[src/rtl/hpd_irq_pkg.sv]
package hpd_irq_pkg;
  localparam int unsigned AW      = 3;
  localparam int unsigned NSRC    = 3;
  localparam int unsigned SRC_CORE = 0;
  localparam int unsigned SRC_RISE = 1;
  localparam int unsigned SRC_FALL = 2;
  localparam logic [AW-1:0] A_STAT = 3'd0;
  localparam logic [AW-1:0] A_CLR  = 3'd1;
  localparam logic [AW-1:0] A_MASK = 3'd2;
  localparam logic [AW-1:0] A_LVL  = 3'd3;
  localparam logic [AW-1:0] A_FILT = 3'd4;
endpackage

[src/rtl/hpd_sync.sv]
module hpd_sync #(
  parameter int unsigned STAGES = 2
) (
  input  logic clk_i,
  input  logic rst_ni,
  input  logic d_i,
  output logic q_o
);
  logic [STAGES-1:0] chain_q;

  for (genvar g = 0; g < STAGES; g++) begin : g_stage
    always_ff @(posedge clk_i or negedge rst_ni) begin
      if (!rst_ni) chain_q[g] <= 1'b0;
      else if (g == 0) chain_q[g] <= d_i;
      else chain_q[g] <= chain_q[(g == 0) ? 0 : g-1];
    end
  end

  assign q_o = chain_q[STAGES-1];
endmodule

[src/rtl/hpd_filter.sv]
module hpd_filter #(
  parameter int unsigned PW = 4,
  parameter int unsigned CW = 8
) (
  input  logic          clk_i,
  input  logic          rst_ni,
  input  logic          in_i,
  input  logic [PW-1:0] pre_i,
  input  logic [CW-1:0] cnt_i,
  output logic          lvl_o,
  output logic          rise_o,
  output logic          fall_o
);
  logic [PW-1:0] pcnt_q;
  logic [CW-1:0] scnt_q;
  logic [CW-1:0] need;
  logic          tick;

  assign tick = (pcnt_q >= pre_i);
  assign need = (cnt_i == '0) ? CW'(1) : cnt_i;

  always_ff @(posedge clk_i or negedge rst_ni) begin
    if (!rst_ni) pcnt_q <= '0;
    else if (tick) pcnt_q <= '0;
    else pcnt_q <= pcnt_q + 1'b1;
  end

  always_ff @(posedge clk_i or negedge rst_ni) begin
    if (!rst_ni) begin
      lvl_o  <= 1'b0;
      scnt_q <= '0;
      rise_o <= 1'b0;
      fall_o <= 1'b0;
    end else begin
      rise_o <= 1'b0;
      fall_o <= 1'b0;
      if (in_i == lvl_o) begin
        scnt_q <= '0;
      end else if (tick) begin
        if (scnt_q >= need - 1'b1) begin
          lvl_o  <= in_i;
          scnt_q <= '0;
          rise_o <= in_i;
          fall_o <= ~in_i;
        end else begin
          scnt_q <= scnt_q + 1'b1;
        end
      end
    end
  end
endmodule

[src/rtl/hpd_evt_regs.sv]
module hpd_evt_regs #(
  parameter int unsigned N = 3
) (
  input  logic         clk_i,
  input  logic         rst_ni,
  input  logic [N-1:0] set_i,
  input  logic         clr_we_i,
  input  logic [N-1:0] clr_i,
  input  logic         mask_we_i,
  input  logic [N-1:0] mask_i,
  output logic [N-1:0] status_o,
  output logic [N-1:0] mask_o,
  output logic         irq_o
);
  for (genvar g = 0; g < N; g++) begin : g_bit
    always_ff @(posedge clk_i or negedge rst_ni) begin
      if (!rst_ni) status_o[g] <= 1'b0;
      else if (set_i[g]) status_o[g] <= 1'b1;  // set beats clear
      else if (clr_we_i && clr_i[g]) status_o[g] <= 1'b0;
    end
  end

  always_ff @(posedge clk_i or negedge rst_ni) begin
    if (!rst_ni) mask_o <= '0;
    else if (mask_we_i) mask_o <= mask_i;
  end

  assign irq_o = |(status_o & mask_o);
endmodule

[src/rtl/hpd_irq_unit.sv]
module hpd_irq_unit
  import hpd_irq_pkg::*;
#(
  parameter int unsigned DW      = 32,
  parameter int unsigned PW      = 4,
  parameter int unsigned CW      = 8,
  parameter int unsigned PRE_LSB = 12,
  parameter logic [PW-1:0] PRE_RST = 4'hA,
  parameter logic [CW-1:0] CNT_RST = 8'hA0
) (
  input  logic          clk_i,
  input  logic          rst_ni,
  input  logic          hpd_raw_i,
  input  logic          core_irq_i,
  input  logic [AW-1:0] addr_i,
  input  logic          we_i,
  input  logic [DW-1:0] wdata_i,
  output logic [DW-1:0] rdata_o,
  output logic          irq_o
);
  logic            hpd_s;
  logic            lvl, rise_p, fall_p;
  logic [PW-1:0]   pre_q;
  logic [CW-1:0]   cnt_q;
  logic [NSRC-1:0] set_v, status_q, mask_q;
  logic            clr_we, mask_we, filt_we;
  logic            unused_wdata;

  assign clr_we  = we_i && (addr_i == A_CLR);
  assign mask_we = we_i && (addr_i == A_MASK);
  assign filt_we = we_i && (addr_i == A_FILT);
  assign unused_wdata = ^{wdata_i[DW-1:PRE_LSB+PW], wdata_i[PRE_LSB-1:CW]};

  always_ff @(posedge clk_i or negedge rst_ni) begin
    if (!rst_ni) begin
      pre_q <= PRE_RST;
      cnt_q <= CNT_RST;
    end else if (filt_we) begin
      pre_q <= wdata_i[PRE_LSB +: PW];
      cnt_q <= wdata_i[CW-1:0];
    end
  end

  hpd_sync #(.STAGES(2)) u_sync (
    .clk_i(clk_i), .rst_ni(rst_ni), .d_i(hpd_raw_i), .q_o(hpd_s)
  );

  hpd_filter #(.PW(PW), .CW(CW)) u_filt (
    .clk_i(clk_i), .rst_ni(rst_ni), .in_i(hpd_s), .pre_i(pre_q), .cnt_i(cnt_q),
    .lvl_o(lvl), .rise_o(rise_p), .fall_o(fall_p)
  );

  always_comb begin
    set_v           = '0;
    set_v[SRC_CORE] = core_irq_i;
    set_v[SRC_RISE] = rise_p;
    set_v[SRC_FALL] = fall_p;
  end

  hpd_evt_regs #(.N(NSRC)) u_evt (
    .clk_i(clk_i), .rst_ni(rst_ni), .set_i(set_v),
    .clr_we_i(clr_we), .clr_i(wdata_i[NSRC-1:0]),
    .mask_we_i(mask_we), .mask_i(wdata_i[NSRC-1:0]),
    .status_o(status_q), .mask_o(mask_q), .irq_o(irq_o)
  );

  always_comb begin
    rdata_o = '0;
    unique case (addr_i)
      A_STAT: rdata_o[NSRC-1:0] = status_q;
      A_MASK: rdata_o[NSRC-1:0] = mask_q;
      A_LVL:  rdata_o[0] = lvl;
      A_FILT: begin
        rdata_o[PRE_LSB +: PW] = pre_q;
        rdata_o[CW-1:0]        = cnt_q;
      end
      default: rdata_o = '0;
    endcase
  end
endmodule

[config.mk]
export PLATFORM = sky130hd
export DESIGN_NAME = hpd_irq_unit
export DESIGN_NICKNAME = d
export VERILOG_FILES = /design/src/rtl/hpd_irq_pkg.sv /design/src/rtl/hpd_sync.sv /design/src/rtl/hpd_filter.sv /design/src/rtl/hpd_evt_regs.sv /design/src/rtl/hpd_irq_unit.sv
export SDC_FILE = /design/constraint.sdc
export NUM_CORES = 1
export LEC_CHECK = 0
export BUFFER_PORTS_ARGS = -buffer_cell sky130_fd_sc_hd__buf_4
export CELL_PAD_IN_SITES_DETAIL_PLACEMENT = 0
export CELL_PAD_IN_SITES_GLOBAL_PLACEMENT = 1
export CORE_ASPECT_RATIO = 1.5
export CORE_UTILIZATION = 34
export CTS_CLUSTER_DIAMETER = 60
export CTS_CLUSTER_SIZE = 28
export DETAILED_ROUTE_END_ITERATION = 10
export PLACE_DENSITY_LB_ADDON = 0.1
export SYNTH_ARGS = -nofsm -noshare
export SYNTH_HDL_FRONTEND = slang
export SYNTH_SLANG_ARGS = --single-unit
export TNS_END_PERCENT = 50
[constraint.sdc]
create_clock -name clk_i -period 2.55 [get_ports clk_i]
set_input_delay 0.255 -clock clk_i [delete_from_list [all_inputs] [get_ports clk_i]]
set_output_delay 0.255 -clock clk_i [all_outputs]
set_load 0.03 [all_outputs]
==> results of run 1 <==
## repair_timing
action                                  CTS  global route
endpoints found under the setup margin   11            11
hold buffers                              1             0
gates resized for setup                   5            13
buffers inserted                          3             2
pin swaps                                 3            10
endpoints found under the hold margin    31             0
## per-layer routing
metal	vias up	share of wire, %
li1	830	-
met1	770	43
met2	37	52
met3	9	3.4
met4	0	1.9
met5	-	0
## flip-flops by register name, summed over array words and instances (netlist names)
| register | flops |
|---|---|
| cnt_q | 8 |
| pre_q | 4 |
| u_evt.mask_o | 3 |
| u_evt.status_o | 3 |
| u_filt.fall_o | 1 |
| u_filt.lvl_o | 1 |
| u_filt.pcnt_q | 4 |
| u_filt.rise_o | 1 |
| u_filt.scnt_q | 8 |
| u_sync.chain_q | 1 |
| u_sync.q_o | 1 |
## cell usage in the layout, fill, tap and decap left out, types with 2 or more instances in the layout
master and count:
nor4_1 5, nor4_2 2, nand3_1 2, dfstp_2 4, nor4b_1 2, mux2i_1 5, ha_4 2, clkbuf_8 5
a21oi_1 4, ha_1 13, nand2_1 14, and2_1 11, o21ai_0 12, nand3_2 2, mux2_2 13, xor2_1 4
nor2_1 19, a21oi_2 2, buf_4 51, a21o_1 4, and3_1 9, nor3_1 2, nor2b_1 2, inv_1 8
nor2_4 3, conb_1 20, xnor2_1 3, dfrtp_1 31
## cell families (layout without fill, tap and decap cells)
| group | count (synthesis) | in the layout | synth area share, % |
|---|---|---|---|
| and+or+nand+nor | 81 | 81 | 20.2 |
| DFF | 35 | 35 | 40.3 |
| adders and majority gates | 15 | 15 | 8.60 |
| buffers and inverters | 32 | 69 | 9.68 |
| xor gates and xnor gates | 8 | 8 | 3.21 |
| muxes | 18 | 18 | 9.00 |
| AOI/OAI and AO/OA | 29 | 29 | 8.77 |
| other | 1 | 20 | 0.172 |
## final timing paths
| check | start | end | depth (start not counted) | slack [ns] |
|---|---|---|---|---|
| worst max-delay path | cnt_q[4]$_DFFE_PN0P_ | u_filt.lvl_o$_DFFE_PN0P_ | 13 | -0.20 |
| worst min-delay path | hpd_raw_i | u_sync.chain_q[0]$_DFF_PN0_ | 1 | 0.07 |
| worst max register to register | cnt_q[4]$_DFFE_PN0P_ | u_filt.lvl_o$_DFFE_PN0P_ | 13 | -0.20 |
| worst min register to register | u_sync.chain_q[0]$_DFF_PN0_ | u_sync.q_o$_DFF_PN0_ | 0 | 0.36 |
| max in group asynchronous | rst_ni | pre_q[1]$_DFFE_PN1P_ | 2 | 1.74 |
| min in group asynchronous | rst_ni | u_filt.scnt_q[6]$_DFFE_PN0P_ | 2 | 0.46 |
## metrics by stage
stage	worst slack [ns]	cell area, um^2	hold WS, ns
2_1_floorplan	-0.0931	2260	-0.0406
3_3_place_gp	-0.253	2530	0.244
3_5_place_dp	-0.257	2530	0.242
4_1_cts	-0.245	2700	0.0646
5_1_grt	-0.384	2780	0.0579
6_report	-0.202	2780	0.0702
## worst max-delay path, stage by stage (launching register included)
cell	delay (ns)
dfrtp_1	0.40
nor4_2	0.31
nand2_1	0.15
nor2_4	0.15
nor2_4	0.05
ha_4	0.19
nand2_1	0.08
xor2_1	0.07
ha_1	0.27
nand4_1	0.11
nor2_2	0.17
a211oi_4	0.10
nor2_4	0.22
mux2_2	0.36
## power by group
| group | leakage (nW) | internal (W) | switching (W) | total (W) |
|---|---|---|---|---|
| clock | 0.0581 | 0.000291 | 0.000212 | 0.000503 |
| sequential | 0.438 | 0.000668 | 0.0000923 | 0.000760 |
| combinational | 0.829 | 0.000403 | 0.000482 | 0.000885 |
| total | 1.32 | 0.00136 | 0.000786 | 0.00215 |
## final cells by class
class                           instances  share of cell area [%]
Multi-Input combinational cell        171                    45.4
Sequential cell                        35                    31.7
Timing Repair Buffer                   53                    14.5
Tap cell                               74                    3.33
Clock buffer                            5                    2.47
Clock inverter                          3                    1.57
Inverter                                8                    1.08
==> impl_metrics.py, run 1 <==
metrics = {
    "cells_and_area": {
        "drive_above_1_share_pct": 35.3,
        "nets": 329,
        "layout.cells.non_filler": 349,
        "seqCellArea_um2": 881,
        "final_util_pct": 45.1,
        "nFillCells": 622,
        "multiInputGateArea_mm2": 0.00126,
        "syn2layout_area_growth_pct": 27.4,
        "antenna_cells": 0,
    },
    "synth": {
        "synth.area.top_cells": "dfrtp_1, ha_1, buf_4",
        "yosys.area.top_type_share_pct": 35.5,
        "yosysMostFrequentCell": "dfrtp_1",
        "synth_top_area_cell": "dfrtp_1",
        "synth.distinct_cells": 36,
        "synthFlopType": "dfrtp_1",
        "synth_edf_count": 0,
        "syn_avg_cell_area_um2": 9.97,
        "async_flop_share_pct": 100,
        "synthCells": 219,
        "syn_area_mm2": 0.00218,
        "ys_warn_count": 0,
        "ys_top_cells_by_count": "dfrtp_1, buf_4, nor2_1",
        "yosysSeqAreaShare_pct": 40.3,
        "synth-seq-cells": 35,
    },
    "global_route": {
        "antenna_found_initial": 0,
        "grt_usage_pct": 15.0,
        "grt_first_pass_wirelength_mm": 7.43,
        "grt_max_degree": 36,
        "busiest_layer": "met2",
        "first_global_vias": 1549,
        "grt_overflow_total": 0,
        "use_met1_pct": 18.0,
        "use_met3_pct": 2.73,
        "met2_usage_pct": 25.5,
    },
    "place": {
        "portBuffers": 32,
        "dp.cells": 335,
        "dp_hpwl_mm": 3.48,
        "gp_congestion": 0.708,
    },
    "timing": {
        "min_period_over_period_pct": 108,
        "maxSlewHeadroom_pct": 55.6,
        "rsz0062_at_grt": "yes",
        "period_needed_ns": 2.75,
        "fin_ws_ns": -0.202,
        "tns_ns": -1.48,
        "drv_slew": 0,
        "hold_violations": 0,
        "fmax_mhz": 363,
        "setup_viol": 11,
        "finClkSkew_ns": 0.00495,
        "tightest_slew_ns": 0.657,
    },
    "detailed_routing": {
        "drcViolationCount": 0,
        "drtIter0Drc": 20,
        "avgRoutedWirePerCell_um": 13.2,
        "drt-total-wl_mm": 4.62,
        "ant_nets": 0,
        "dr.pass1.iters": 4,
        "vias_per_cell": 4.72,
        "vias": 1646,
    },
    "cts": {
        "worstSkewPairLatency_ns": 0.29,
        "clk_pin_slew_ns": 0.07,
        "cts_buffers": 5,
        "tritoncts": "done",
        "clock_sinks": 35,
        "h-tree-depth": 2,
        "cts.path.max_buffers": 2,
        "cts-root-buf": "clkbuf_8",
    },
    "power_and_ir_drop": {
        "power_w": 0.00215,
        "power_density_mw_per_mm2": 772,
        "p_leak_nw": 1.32,
        "ir_drop_mv": 0.495,
    },
    "run": {
        "max_cap_violations": 0,
    },
    "setup_path": {
        "worstPathArrival_ns": 2.93,
        "worstSetupEndpointType": "flip-flop",
        "worstPathRequired_ns": 2.73,
        "cp-start-kind": "flip-flop",
        "critPathKind": "reg2reg",
        "cp_max_fo": 7,
    },
    "die": {
        "fp-row-count": 35,
        "die_area_mm2": 0.00675,
        "io-pin-count": 73,
        "dieWidth_um": 67.4,
        "start_util_pct": 35.4,
        "chipHeight_um": 100,
        "core-area_mm2": 0.00617,
    },
    "min_path": {
        "hold_path.class": "in2reg",
    },
    "run_status": {
        "failed_checks": "negative setup slack",
        "run_status": "finished with violations",
    },
}
Power figures use the tool's default switching activity.
==> run 2, diff against run 1 <==
--- a/config.mk
+++ b/config.mk
@@ -6,6 +6,7 @@
 export NUM_CORES = 1
 export LEC_CHECK = 0
 export BUFFER_PORTS_ARGS = -buffer_cell sky130_fd_sc_hd__buf_4
+export CAP_MARGIN = 5
 export CELL_PAD_IN_SITES_DETAIL_PLACEMENT = 0
 export CELL_PAD_IN_SITES_GLOBAL_PLACEMENT = 1
 export CORE_ASPECT_RATIO = 1.5
@@ -14,6 +15,7 @@
 export CTS_CLUSTER_SIZE = 28
 export DETAILED_ROUTE_END_ITERATION = 10
 export PLACE_DENSITY_LB_ADDON = 0.1
+export SKIP_CTS_REPAIR_TIMING = 1
 export SYNTH_ARGS = -nofsm -noshare
 export SYNTH_HDL_FRONTEND = slang
 export SYNTH_SLANG_ARGS = --single-unit
==> impl_metrics.py, run 2 (synthesis results as in run 1) <==
metrics = {
    "run_status": {
        "run_status": "finished with violations",
        "failed_checks": "negative setup slack",
    },
    "detailed_routing": {
        "drt-total-wl_mm": 4.58,
        "drcViolationCount": 0,
        "vias_per_cell": 4.67,
        "dr.pass1.iters": 4,
        "drtIter0Drc": 22,
        "avgRoutedWirePerCell_um": 13.2,
        "vias": 1620,
        "ant_nets": 0,
    },
    "power_and_ir_drop": {
        "ir_drop_mv": 0.490,
        "p_leak_nw": 1.32,
        "power_density_mw_per_mm2": 770,
    },
    "cells_and_area": {
        "reg_top3": "cnt_q (8), u_filt.scnt_q (8)",
        "drive_above_1_share_pct": 33.7,
        "final_common_cell": "buf_4",
        "syn2layout_area_growth_pct": 25.5,
        "stdcell_area_mm2": 0.00274,
        "antenna_cells": 0,
        "nets": 327,
        "layout_common_cells": "buf_4, dfrtp_1, nor2_1, conb_1",
    },
    "cts": {
        "tritoncts": "done",
        "h-tree-depth": 2,
        "clock_sinks": 35,
        "cts.path.max_buffers": 2,
        "cts_buffers": 5,
        "worstSkewPairLatency_ns": 0.28,
        "clk_pin_slew_ns": 0.07,
        "cts-root-buf": "clkbuf_8",
    },
    "setup_path": {
        "crit_top_cell": "nor2_4",
        "cp-start-kind": "flip-flop",
        "slowest_stage": "dfrtp_1",
        "cp_max_fo": 7,
        "cpPeakStageDelay_ns": 0.42,
        "worstSetupEndpointType": "flip-flop",
        "critPathKind": "reg2reg",
        "crit_cells": 12,
        "path_delay_family": "simple AND/OR/NAND/NOR gates",
        "path_buf_inv": 0,
        "path_cells": "nor4_4 -> nand2_2 -> nor2_4 -> nor2_2 -> ha_4 -> xnor2_2 -> ha_1 -> a211oi_2 -> o21ai_2 -> a211oi_4 -> nor2_4 -> mux2_2",
        "reg2regPathDepth": 12,
        "worstPathArrival_ns": 2.96,
        "worstPathRequired_ns": 2.72,
    },
    "global_route": {
        "grt_overflow_total": 0,
        "antenna_found_initial": 0,
        "first_global_vias": 1532,
        "grt_first_pass_wirelength_mm": 7.33,
        "grt_usage_pct": 14.8,
        "grt_max_degree": 36,
    },
    "place": {
        "dpl_cell_area_mm2": 0.00253,
        "gp_congestion": 0.708,
        "place_worst_setup_slack_ns": -0.257,
        "dp_hpwl_mm": 3.48,
        "portBuffers": 32,
    },
    "run": {
        "max_cap_violations": 0,
    },
    "die": {
        "start_util_pct": 35.4,
        "chipHeight_um": 100,
        "dieWidth_um": 67.4,
        "core-area_mm2": 0.00617,
        "fp-row-count": 35,
        "io-pin-count": 73,
        "die_area_mm2": 0.00675,
    },
    "timing": {
        "maxSlewHeadroom_pct": 56.0,
        "drv_slew": 0,
        "setup_viol": 11,
        "rsz0062_at_grt": "yes",
        "finClkSkew_ns": 0.00431,
        "fmax_mhz": 359,
        "hold_violations": 0,
        "tightest_slew_ns": 0.651,
        "min_period_over_period_pct": 109,
        "tns_ns": -1.93,
        "fin_ws_ns": -0.236,
        "period_needed_ns": 2.79,
    },
    "min_path": {
        "hold-path-cell-count": 1,
        "hold_path.class": "in2reg",
    },
}
-- run 2: path summary, 6_finish.rpt --
path | from | to | slack, ns
min | hpd_raw_i | u_sync.chain_q[0]$_DFF_PN0_ | 0.07
max in group asynchronous | rst_ni | pre_q[1]$_DFFE_PN1P_ | 1.74
max reg2reg | cnt_q[4]$_DFFE_PN0P_ | u_filt.lvl_o$_DFFE_PN0P_ | -0.24
min in group asynchronous | rst_ni | u_filt.scnt_q[6]$_DFFE_PN0P_ | 0.46
max | cnt_q[4]$_DFFE_PN0P_ | u_filt.lvl_o$_DFFE_PN0P_ | -0.24
min reg2reg | u_sync.chain_q[0]$_DFF_PN0_ | u_sync.q_o$_DFF_PN0_ | 0.36
-- run 2: worst register-to-register path: stages (launching register included) --
cell      delay [ns]
dfrtp_1         0.42
nor4_4          0.30
nand2_2         0.11
nor2_4          0.12
nor2_2          0.06
ha_4            0.18
xnor2_2         0.13
ha_1            0.30
a211oi_2        0.21
o21ai_2         0.10
a211oi_4        0.34
nor2_4          0.12
mux2_2          0.28
-- run 2: cell type report --
| cell class | instances | area (um^2) |
|---|---|---|
| Clock buffer | 5 | 68.8 |
| Clock inverter | 3 | 43.8 |
| Fill cell | 625 | 3430 |
| Inverter | 8 | 30.0 |
| Multi-Input combinational cell | 171 | 1230 |
| Sequential cell | 35 | 881 |
| Tap cell | 74 | 92.6 |
| Timing Repair Buffer | 51 | 389 |
-- run 2: per-stage QoR --
stage               util [%]  cells  hold slack, ns  total power [W]
floorplan                  -    238         -0.0406          0.00133
global placement        40.9    335           0.244          0.00156
detailed placement      40.9    335           0.242          0.00157
CTS                     42.8    343         -0.0700          0.00208
global route            44.4    347          0.0579          0.00228
finish                  44.4    347          0.0715          0.00211
-- run 2: routing by layer --
layer,vias up,wire length [um],global-route usage (%)
met1,749,1960,17.8
met2,37,2370,25.0
met3,9,157,2.73
li1,825,-,-
met4,0,87,6.22
met5,-,0,0
-- run 2: power by group --
| group | switching, W | internal (W) | total [W] | leakage [nW] |
|---|---|---|---|---|
| Combinational | 0.000465 | 0.000380 | 0.000846 | 0.819 |
| Clock | 0.000209 | 0.000291 | 0.000500 | 0.0581 |
| Sequential | 0.0000964 | 0.000668 | 0.000764 | 0.438 |
==> run 3, diff against run 2 <==
--- a/config.mk
+++ b/config.mk
@@ -7,10 +7,10 @@
 export LEC_CHECK = 0
 export BUFFER_PORTS_ARGS = -buffer_cell sky130_fd_sc_hd__buf_4
 export CAP_MARGIN = 5
-export CELL_PAD_IN_SITES_DETAIL_PLACEMENT = 0
-export CELL_PAD_IN_SITES_GLOBAL_PLACEMENT = 1
+export CELL_PAD_IN_SITES_DETAIL_PLACEMENT = 1
+export CELL_PAD_IN_SITES_GLOBAL_PLACEMENT = 2
 export CORE_ASPECT_RATIO = 1.5
-export CORE_UTILIZATION = 34
+export CORE_UTILIZATION = 32
 export CTS_CLUSTER_DIAMETER = 60
 export CTS_CLUSTER_SIZE = 28
 export DETAILED_ROUTE_END_ITERATION = 10
==> constraint.sdc (replaced) <==
create_clock -name clk_i -period 3.5 [get_ports clk_i]
set_input_delay 0.35 -clock clk_i [delete_from_list [all_inputs] [get_ports clk_i]]
set_output_delay 0.35 -clock clk_i [all_outputs]
set_load 0.03 [all_outputs]
==> impl_metrics.py, run 3 (synthesis results as in run 1) <==
metrics = {
    "run_status": {
        "run_status": "finished clean",
    },
    "power_and_ir_drop": {
        "pwr-share-clk_pct": 23.2,
        "power.internal_w": 0.000885,
        "switching_share_pct": 37.8,
        "power_density_mw_per_mm2": 563,
        "ir_drop_mv": 0.309,
        "p_leak_nw": 1.21,
        "seqPwrFrac_pct": 40.1,
        "p_sw_w": 0.000538,
        "pwr-share-comb_pct": 36.7,
    },
    "timing": {
        "finClkSkew_ns": 0.00864,
        "min_period_over_period_pct": 88.8,
        "maxSlewHeadroom_pct": 54.6,
        "rsz0062_at_grt": "no",
        "drv_slew": 0,
        "period_needed_ns": 3.11,
        "setup_viol": 0,
        "hold_violations": 0,
        "tightest_slew_ns": 0.682,
        "fmax_mhz": 322,
        "tns_ns": 0,
    },
    "cells_and_area": {
        "syn2layout_area_growth_pct": 15.7,
        "antenna_cells": 0,
        "drive_above_1_share_pct": 25.5,
        "final_common_cell": "buf_4",
        "nFillCells": 763,
        "final_util_pct": 38.7,
        "layout_common_cells": "buf_4, dfrtp_1, nor2_1",
        "reg_top3": "cnt_q (8), u_filt.scnt_q (8)",
        "nets": 309,
    },
    "detailed_routing": {
        "vias_per_cell": 4.95,
        "avgRoutedWirePerCell_um": 14.4,
        "drt-total-wl_mm": 4.75,
        "dr.pass1.iters": 4,
        "ant_nets": 0,
        "vias": 1637,
        "drtIter0Drc": 45,
        "drcViolationCount": 0,
    },
    "cts": {
        "tritoncts": "done",
        "cts.path.max_buffers": 2,
        "cts-root-buf": "clkbuf_8",
        "h-tree-depth": 2,
        "clock_sinks": 35,
        "worstSkewPairLatency_ns": 0.29,
        "cts_buffers": 5,
        "clk_pin_slew_ns": 0.08,
    },
    "setup_path": {
        "slowest_stage": "dfrtp_1",
        "cp_max_fo": 7,
        "worstPathArrival_ns": 3.28,
        "critPathKind": "reg2reg",
        "cpPeakStageDelay_ns": 0.47,
        "worstPathRequired_ns": 3.67,
        "critPathLaunch": "cnt_q[2]$_DFFE_PN0P_",
        "path_delay_family": "simple AND/OR/NAND/NOR gates",
        "path_buf_inv": 0,
        "cp-start-kind": "flip-flop",
        "path_cells": "nor4_2 -> nand2_1 -> nor2_1 -> nor2_1 -> ha_1 -> xnor2_1 -> ha_1 -> a211oi_2 -> o21ai_2 -> a211oi_4 -> nor2_4 -> mux2_2",
        "r2r-start": "cnt_q[2]$_DFFE_PN0P_",
        "worstSetupEndpointType": "flip-flop",
    },
    "die": {
        "start_util_pct": 33.4,
        "dieWidth_um": 69.4,
        "die_area_mm2": 0.00716,
        "fp-row-count": 36,
        "chipHeight_um": 103,
        "core-area_mm2": 0.00653,
        "io-pin-count": 73,
    },
    "place": {
        "portBuffers": 32,
        "gp_congestion": 0.727,
        "dp_hpwl_mm": 3.60,
    },
    "global_route": {
        "grt_max_degree": 36,
        "grt_usage_pct": 14.3,
        "grt_first_pass_wirelength_mm": 7.94,
        "antenna_found_initial": 0,
        "first_global_vias": 1663,
        "grt_overflow_total": 0,
    },
    "min_path": {
        "hold_path.class": "in2async",
    },
    "run": {
        "max_cap_violations": 0,
    },
}
[run 3: layout make-up]
| cell class | instances | area [um^2] | area share (%) |
|---|---|---|---|
| clock inverter | 1 | 7.51 | 0.297 |
| timing repair buffer | 33 | 248 | 9.81 |
| multi-input combinational | 171 | 1170 | 46.3 |
| clock buffer | 7 | 96.3 | 3.81 |
| tap | 76 | 95.1 | 3.76 |
| sequential | 35 | 881 | 34.9 |
| inverter | 8 | 30.0 | 1.19 |
[run 3: worst register-to-register path, delay by kind of cell, from the launching register on]
| family | cells | cell delay (ns) |
|---|---|---|
| XOR/XNOR | 1 | 0.15 |
| AND/OR/NAND/NOR | 5 | 0.79 |
| AO/OA/AOI/OAI | 3 | 0.76 |
| flip-flops | 1 | 0.47 |
| adder cells (fa/ha/maj) | 2 | 0.56 |
| multiplexers | 1 | 0.29 |
[run 3: worst paths after layout]
kind | endpoint | slack [ns] | cells past startpoint
hold reg to reg | u_sync.q_o$_DFF_PN0_ | 0.35 | 0
setup reg to reg | u_filt.lvl_o$_DFFE_PN0P_ | 0.39 | 12
setup / recovery | u_filt.lvl_o$_DFFE_PN0P_ | 0.39 | 12
min in group clk_i | u_sync.chain_q[0]$_DFF_PN0_ | 0.17 | 1
max in group asynchronous | pre_q[1]$_DFFE_PN1P_ | 3.14 | 1
hold / removal | pre_q[0]$_DFFE_PN0P_ | 0.01 | 1
[run 3: metal layers]
layer,vias up,global-route usage (%),part of all wire [%]
met1,804,16.5,43
met5,-,0,0
met3,5,3.03,4.0
met2,41,25.8,51
li1,787,-,-
met4,0,5.65,1.7
[run 3: power by group through the flow]
stage	registers (W)	logic, W	clock network (W)
6_report	0.000570	0.000522	0.000330
5_1_grt	0.000585	0.000592	0.000358
4_1_cts	0.000570	0.000534	0.000346
3_5_place_dp	0.000578	0.000532	0
3_3_place_gp	0.000577	0.000518	0
2_1_floorplan	0.000550	0.000412	0
[run 3: stage by stage]
step           std cells  cell area, um^2  total power (W)  hold slack [ns]  worst slack, ns
5_1_grt              331             2530          0.00154           0.0447           0.0672
4_1_cts              331             2520          0.00145           0.0280            0.278
6_report             331             2530          0.00142           0.0115            0.393
3_5_place_dp         323             2420          0.00111            0.341            0.310
2_1_floorplan        238             2250         0.000962           0.0544            0.729
3_3_place_gp         323             2420          0.00110            0.334            0.328
